## config.mk

```make
export PLATFORM = sky130hd
export DESIGN_NAME = ptrUnit
export DESIGN_NICKNAME = d
export VERILOG_FILES = /design/src/rtl/ptrPkg.sv /design/src/rtl/ptrCtrl.sv /design/src/rtl/ptrData.sv /design/src/rtl/ptrUnit.sv
export SDC_FILE = /design/constraint.sdc
export NUM_CORES = 1
export LEC_CHECK = 0
export BUFFER_PORTS_ARGS = -buffer_cell sky130_fd_sc_hd__buf_2
export CAP_MARGIN = 25
export CORE_MARGIN = 3
export CORE_UTILIZATION = 50
export CTS_CLUSTER_SIZE = 10
export DETAILED_ROUTE_END_ITERATION = 6
export GPL_TIMING_DRIVEN = 0
export PLACE_DENSITY = 0.73
export SLEW_MARGIN = 20
export SYNTH_ARGS = -nofsm -noshare
export SYNTH_HDL_FRONTEND = slang
export SYNTH_HIERARCHICAL = 1
export SYNTH_SLANG_ARGS = --single-unit
export TNS_END_PERCENT = 30
```

## constraint.sdc

```tcl
create_clock -name clk -period 8.5 [get_ports clk]
set_clock_uncertainty 0.05 [all_clocks]
set_input_delay 0.425 -clock clk [delete_from_list [all_inputs] [get_ports clk]]
set_output_delay 0.425 -clock clk [all_outputs]
set_load 0.1 [all_outputs]
```

## src/rtl/ptrPkg.sv

```systemverilog
package ptrPkg;
  localparam int ADDR_W = 12;
  localparam int DATA_W = 8;
  localparam int SEL_W  = 2;
  localparam int SLOT_W = 3;
  localparam int GROUP  = 1 << SLOT_W;

  localparam logic [SLOT_W-1:0] SLOT_LO = 3'd5;
  localparam logic [SLOT_W-1:0] SLOT_HI = 3'd6;

  typedef enum logic [SLOT_W-1:0] {
    MODE_PLAIN   = 3'd0,
    MODE_POSTDEC = 3'd1,
    MODE_POSTINC = 3'd2,
    MODE_PREINC  = 3'd3,
    MODE_INDEX   = 3'd4
  } modeT;

  typedef struct packed {
    logic              inRegion;
    logic [SEL_W-1:0]  sel;
    logic [SLOT_W-1:0] slot;
  } addrClassT;

  typedef struct packed {
    logic             rd;
    logic             wr;
    logic             indirect;
    logic [SEL_W-1:0] sel;
    modeT             mode;
  } strobeT;

  function automatic addrClassT classify(input logic [ADDR_W-1:0] addr,
                                         input logic [ADDR_W-1:0] base,
                                         input int numPtr);
    addrClassT c;
    logic [ADDR_W-1:0] off;
    off = addr - base;
    c.inRegion = (int'(off) < numPtr * GROUP);
    c.sel  = c.inRegion ? off[SLOT_W +: SEL_W] : '0;
    c.slot = c.inRegion ? off[SLOT_W-1:0] : '0;
    return c;
  endfunction

  function automatic logic isAlias(input addrClassT c);
    return c.inRegion && (c.slot <= SLOT_W'(MODE_INDEX));
  endfunction

  function automatic logic isPtrByte(input addrClassT c);
    return c.inRegion && ((c.slot == SLOT_LO) || (c.slot == SLOT_HI));
  endfunction
endpackage

```

## src/rtl/ptrCtrl.sv

```systemverilog
module ptrCtrl
  import ptrPkg::*;
#(
  parameter logic [ADDR_W-1:0] BASE = 12'hFE0,
  parameter int NUM_PTR = 3
) (
  input  logic [ADDR_W-1:0] opAddr,
  input  logic              opRd,
  input  logic              opWr,
  output strobeT            stb
);
  addrClassT opClass;
  logic      anyAccess;

  always_comb begin
    opClass   = classify(opAddr, BASE, NUM_PTR);
    anyAccess = opRd | opWr;
    stb.wr       = opWr;
    stb.rd       = opRd & ~opWr;
    stb.indirect = anyAccess & isAlias(opClass);
    stb.sel      = opClass.sel;
    stb.mode     = isAlias(opClass) ? modeT'(opClass.slot) : MODE_PLAIN;
  end
endmodule

```

## src/rtl/ptrData.sv

```systemverilog
module ptrData
  import ptrPkg::*;
#(
  parameter logic [ADDR_W-1:0] BASE = 12'hFE0,
  parameter int NUM_PTR = 3
) (
  input  logic              clk,
  input  logic              rstN,
  input  strobeT            stb,
  input  logic [DATA_W-1:0] wreg,
  input  logic [ADDR_W-1:0] opAddr,
  input  logic [DATA_W-1:0] opWdata,
  input  logic              ldEn,
  input  logic [SEL_W-1:0]  ldSel,
  input  logic [ADDR_W-1:0] ldVal,
  input  logic [DATA_W-1:0] ramRdata,
  output logic [ADDR_W-1:0] ramAddr,
  output logic              ramRe,
  output logic              ramWe,
  output logic [DATA_W-1:0] ramWdata,
  output logic [DATA_W-1:0] rdData,
  output logic              zeroRd
);
  localparam int HI_W = ADDR_W - DATA_W;

  logic [ADDR_W-1:0] ptrQ [NUM_PTR];
  logic [ADDR_W-1:0] curPtr, effAddr, tgtAddr, stepVal, offsetExt;
  logic [DATA_W-1:0] byteVal;
  addrClassT         tgtClass;
  logic              tgtAlias, tgtByte, stepMode, stepEn, byteWr;

  // pointer selected by the operand, and its candidate addresses
  always_comb begin
    curPtr = '0;
    for (int i = 0; i < NUM_PTR; i++)
      if (stb.sel == SEL_W'(i)) curPtr = ptrQ[i];
    offsetExt = {{HI_W{wreg[DATA_W-1]}}, wreg};
    unique case (stb.mode)
      MODE_PREINC: effAddr = curPtr + 1'b1;
      MODE_INDEX:  effAddr = curPtr + offsetExt;
      default:     effAddr = curPtr;
    endcase
    stepVal  = (stb.mode == MODE_POSTDEC) ? curPtr - 1'b1 : curPtr + 1'b1;
    stepMode = (stb.mode == MODE_POSTDEC) || (stb.mode == MODE_POSTINC) ||
               (stb.mode == MODE_PREINC);
  end

  // final target and what lives there
  always_comb begin
    tgtAddr  = stb.indirect ? effAddr : opAddr;
    tgtClass = classify(tgtAddr, BASE, NUM_PTR);
    tgtAlias = isAlias(tgtClass);
    tgtByte  = isPtrByte(tgtClass);
    byteVal  = '0;
    for (int i = 0; i < NUM_PTR; i++)
      if (tgtClass.sel == SEL_W'(i))
        byteVal = (tgtClass.slot == SLOT_HI) ?
                  {{(DATA_W-HI_W){1'b0}}, ptrQ[i][ADDR_W-1:DATA_W]} :
                  ptrQ[i][DATA_W-1:0];
  end

  always_comb begin
    ramAddr  = tgtAddr;
    ramWdata = opWdata;
    ramRe    = stb.rd & ~tgtAlias & ~tgtByte;
    ramWe    = stb.wr & ~tgtAlias & ~tgtByte;
    zeroRd   = stb.rd & tgtAlias;
    if (!stb.rd || tgtAlias) rdData = '0;
    else if (tgtByte)        rdData = byteVal;
    else                     rdData = ramRdata;
    byteWr = stb.wr & tgtByte;
    stepEn = stb.indirect & stepMode & ~(stb.wr & (tgtAlias | tgtByte));
  end

  // pointer registers: full load, then byte write, then mode step
  always_ff @(posedge clk) begin
    for (int i = 0; i < NUM_PTR; i++) begin
      if (!rstN)
        ptrQ[i] <= '0;
      else if (ldEn && ldSel == SEL_W'(i))
        ptrQ[i] <= ldVal;
      else if (byteWr && tgtClass.sel == SEL_W'(i)) begin
        if (tgtClass.slot == SLOT_HI)
          ptrQ[i][ADDR_W-1:DATA_W] <= opWdata[HI_W-1:0];
        else
          ptrQ[i][DATA_W-1:0] <= opWdata;
      end
      else if (stepEn && stb.sel == SEL_W'(i))
        ptrQ[i] <= stepVal;
    end
  end
endmodule

```

## src/rtl/ptrUnit.sv

```systemverilog
module ptrUnit
  import ptrPkg::*;
#(
  parameter logic [ADDR_W-1:0] BASE = 12'hFE0,
  parameter int NUM_PTR = 3
) (
  input  logic              clk,
  input  logic              rstN,
  input  logic [DATA_W-1:0] wreg,
  input  logic [ADDR_W-1:0] opAddr,
  input  logic              opRd,
  input  logic              opWr,
  input  logic [DATA_W-1:0] opWdata,
  output logic [DATA_W-1:0] rdData,
  output logic              zeroRd,
  input  logic              ldEn,
  input  logic [SEL_W-1:0]  ldSel,
  input  logic [ADDR_W-1:0] ldVal,
  output logic [ADDR_W-1:0] ramAddr,
  output logic              ramRe,
  output logic              ramWe,
  output logic [DATA_W-1:0] ramWdata,
  input  logic [DATA_W-1:0] ramRdata
);
  strobeT stb;

  ptrCtrl #(.BASE(BASE), .NUM_PTR(NUM_PTR)) u_ctrl (
    .opAddr(opAddr), .opRd(opRd), .opWr(opWr), .stb(stb)
  );

  ptrData #(.BASE(BASE), .NUM_PTR(NUM_PTR)) u_data (
    .clk(clk), .rstN(rstN), .stb(stb), .wreg(wreg), .opAddr(opAddr),
    .opWdata(opWdata), .ldEn(ldEn), .ldSel(ldSel), .ldVal(ldVal),
    .ramRdata(ramRdata), .ramAddr(ramAddr), .ramRe(ramRe), .ramWe(ramWe),
    .ramWdata(ramWdata), .rdData(rdData), .zeroRd(zeroRd)
  );
endmodule

```

==> impl_metrics.py <==
metrics = {
    "route": {
        "wl_met3_um": 1161,
        "top_layer": "met4",
        "first_pass_iters": 4,
        "routed-wl-met2_um": 8139,
        "via_count": 4952,
        "routed_wirelength_um": 16360,
        "remaining_drc_errors": 0,
        "via_per_inst": 6.656,
        "final_antenna_net_count": 0,
        "drt_iter0_drc": 301,
        "wl_per_cell_um": 21.98,
        "met1Wirelength_um": 6374,
    },
    "logic_synthesis": {
        "syn_area_um2": 4607,
        "synth_seq_area_share": 0.2347,
        "syn_nets": 616,
        "ys_async_sr_fraction": 0,
        "syn_inst": 543,
        "synth_cell_types": 84,
        "yosysWarnings": 6,
        "ys_ff_latch": 36,
        "synth-edff-count": 36,
        "synth_flop_cell": "edfxtp_1",
        "avgSynthCellArea_um2": 8.484,
    },
    "global_route": {
        "grt_max_degree": 13,
        "grt_pass1_vias": 4608,
        "antenna_found_initial": 0,
        "grtUsageTotal": 0.3101,
        "overflow": 0,
        "grt_pass1_wl_um": 24650,
    },
    "job": {
        "maxCapViolCount": 0,
    },
    "finish": {
        "largest_register_ffs": 36,
        "top_register": "u_data/ptrQ",
        "largestRegisters": "u_data/ptrQ (36)",
        "antennaDiodeCount": 0,
        "fill_cells": 802,
        "area_growth_pct": 14.86,
        "drive_gt1_frac": 0.2500,
        "num-nets-final": 708,
    },
    "die": {
        "pin_count": 86,
        "core_um2": 8848,
        "die_h_um": 102.0,
        "num_rows": 34,
        "die-area_um2": 10400,
        "start_util": 0.5206,
        "die_w_um": 102.0,
    },
    "clocking": {
        "cts_hold_buf": 0,
        "clk_latency_ns": 0.29,
        "ctsResizeCount": 0,
        "cts_tree": "yes",
        "cts_made_buffers": 5,
        "clockBufferDepth": 2,
        "htree_levels": 2,
        "cts_setup_buffers": 0,
        "cts.sinks": 36,
        "cts-root-buf": "clkbuf_8",
        "path_clk_slew_ns": 0.08,
    },
    "critical_path": {
        "worstPathMaxFanout": 10,
        "crit_family": "compound AO/OA/AOI/OAI gates",
        "cpPeakStageDelay_ns": 0.67,
        "critPathBufInv": 6,
        "path_class": "in -> out",
        "path_cells": "buf_2 > ha_1 > nand3b_1 > nor4b_1 > buf_6 > mux2i_1 > o2bb2ai_1 > inv_1 > fa_1 > nand2b_1 > a21oi_1 > o21ai_0 > a32o_1 > o21ai_1 > inv_1 > ha_1 > nor4_1 > o211a_2 > o21ai_1 > buf_2 > nor3_1 > a22o_1 > buf_2",
        "critPathRequiredTime_ns": 8.03,
        "endpoint_kind": "primary output",
        "setup.worst_path.start_class": "input pin",
        "cp_common_cell": "buf_2",
        "cpMaxStageDelayCell": "nor3_1",
        "arrival_ns": 6.72,
    },
    "sta": {
        "worst_slack_ns": 1.302,
        "hold_viol_final": 0,
        "worstMarginPinSlew_ns": 1.099,
        "tns_ns": 0,
        "rsz0062_at_grt": "no",
        "period_needed_ns": 7.198,
        "min_period_over_period": 0.8468,
        "fmax_mhz": 138.9,
        "final-max-slew-violation-count": 0,
        "slew-limit-headroom": 0.2659,
        "setup_violations": 0,
    },
    "place": {
        "dp_hpwl_um": 12970,
        "place_ws_ns": 1.345,
        "io_buffers": 85,
        "place.gp.congestion": 0.9864,
    },
    "power_and_ir_drop": {
        "irDropWorstVdd_uv": 105.2,
        "p_leak_nw": 2.036,
        "cellPowerDensity_nw_per_um2": 113.3,
    },
    "run_status": {
        "outcome": "completed",
    },
    "hold_path": {
        "hp-class": "in -> reg",
    },
}
-- power by group --
part	switching, mW	internal, mW	total, mW
registers	0.00983	0.210	0.219
clock network	0.0621	0.0867	0.149
logic	0.163	0.0680	0.231
-- synth_stat cells, types with 3 or more instances --
cell type | instances | area [µm²]
xor2_1 | 4 | 35.03
a22o_1 | 4 | 35.03
and3_1 | 8 | 50.05
and2_1 | 6 | 37.54
clkbuf_1 | 19 | 71.32
a31oi_1 | 7 | 43.79
nand2b_1 | 8 | 50.05
buf_2 | 8 | 40.04
nand3b_1 | 3 | 22.52
o2bb2ai_2 | 3 | 45.04
nor3b_1 | 3 | 22.52
buf_6 | 3 | 33.78
o21a_1 | 4 | 30.03
nor3_1 | 7 | 35.03
and4_1 | 5 | 43.79
mux2i_1 | 29 | 290.3
edfxtp_1 | 36 | 1081
nand2_1 | 85 | 319.1
o21ai_1 | 6 | 30.03
o221ai_2 | 7 | 105.1
buf_4 | 13 | 97.59
xnor2_1 | 12 | 105.1
nand3_1 | 10 | 50.05
inv_1 | 18 | 67.56
or3b_2 | 3 | 26.28
nor4_1 | 12 | 75.07
nand4_1 | 9 | 56.30
nor2_1 | 28 | 105.1
o311ai_0 | 4 | 35.03
a221o_1 | 4 | 40.04
or3_1 | 5 | 31.28
a21oi_1 | 20 | 100.1
a21o_1 | 10 | 75.07
nor2b_1 | 3 | 18.77
o21ai_0 | 22 | 110.1
o2bb2ai_1 | 6 | 52.55
o221ai_1 | 25 | 219.0
o211ai_1 | 6 | 45.04
ha_1 | 17 | 212.7
a2111oi_0 | 4 | 35.03
-- per-stage QoR --
stage | hold WS, ns | power, mW | utilization | instances | area, µm²
detailed placement | 0.6943 | 0.4504 | 0.5854 | 736 | 5180
finish | 0.3963 | 0.5996 | 0.5980 | 744 | 5291
floorplan | 0.5694 | 0.3856 | - | 543 | 4607
global route | 0.4045 | 0.6252 | 0.5980 | 744 | 5291
global placement | 0.6838 | 0.4460 | 0.5840 | 736 | 5167
CTS | 0.3941 | 0.5972 | 0.5980 | 744 | 5291
-- layer usage --
layer | vias up | global-route usage
li1 | 2299 | -
met1 | 2340 | 0.3793
met2 | 265 | 0.5572
met3 | 48 | 0.02321
met4 | 0 | 0.1352
met5 | - | 0
-- logic make-up after synthesis --
| kind of cell | after synthesis | share of synthesized area |
|---|---|---|
| simple gates | 214 | 0.2523 |
| compound gates | 167 | 0.3001 |
| buf+inv | 63 | 0.06898 |
| flops | 36 | 0.2347 |
| mux | 29 | 0.06301 |
| fa+ha+maj | 18 | 0.05052 |
| xor+xnor | 16 | 0.03042 |
-- path summary, 6_finish.rpt --
| kind | from | cells after the start | endpoint | slack [ns] |
|---|---|---|---|---|
| max | opAddr[5] | 23 | rdData[5] | 1.30 |
| min | ldVal[7] | 3 | u_data/ptrQ[2][7] | 0.40 |
| max reg2reg | u_data/ptrQ[2][1] | 17 | u_data/ptrQ[2][3] | 2.83 |
| min reg2reg | u_data/ptrQ[1][9] | 3 | u_data/ptrQ[0][9] | 0.95 |
-- layout by cell type, fill, tap and decap left out, drive strengths merged, types with 10 or more instances in the layout --
cell / synthesis / routed
o21ai: 28 / 28
o221ai: 32 / 32
o2bb2ai: 11 / 11
nand4: 10 / 10
nor2: 28 / 28
mux2i: 29 / 29
nand3: 11 / 11
inv: 20 / 20
ha: 17 / 17
and3: 10 / 10
nor4: 16 / 16
edfxtp: 36 / 36
nand2: 85 / 85
a21o: 10 / 10
buf: 24 / 109
clkbuf: 19 / 24
a21oi: 21 / 21
xnor2: 12 / 12
-- cell type report --
class / instances / area [µm²] / area share
Clock inverter: 3 / 42.54 / 0.008040
Sequential cell: 36 / 1081 / 0.2043
Clock buffer: 5 / 68.82 / 0.01301
Multi-Input combinational cell: 444 / 3221 / 0.6087
Inverter: 20 / 75.07 / 0.01419
Tap cell: 108 / 135.1 / 0.02554
Timing Repair Buffer: 85 / 425.4 / 0.08040
Buffer: 43 / 242.7 / 0.04587
-- worst reg2reg max path: stages, from the launching register on --
cell and delay (ns):
edfxtp_1 0.40, mux2i_1 0.12, o2bb2ai_1 0.56, inv_1 0.25, fa_1 0.49, nand2b_1 0.18, a21oi_1 0.24, o21ai_0 0.14
a32o_1 0.32, o21ai_1 0.22, inv_1 0.08, ha_1 0.20, nor4_1 0.27, o211a_2 0.26, o2111ai_2 0.24, nand2b_1 0.23
clkbuf_1 0.27, o21ai_1 0.77
Note: power is estimated with default switching activity, not from simulation.
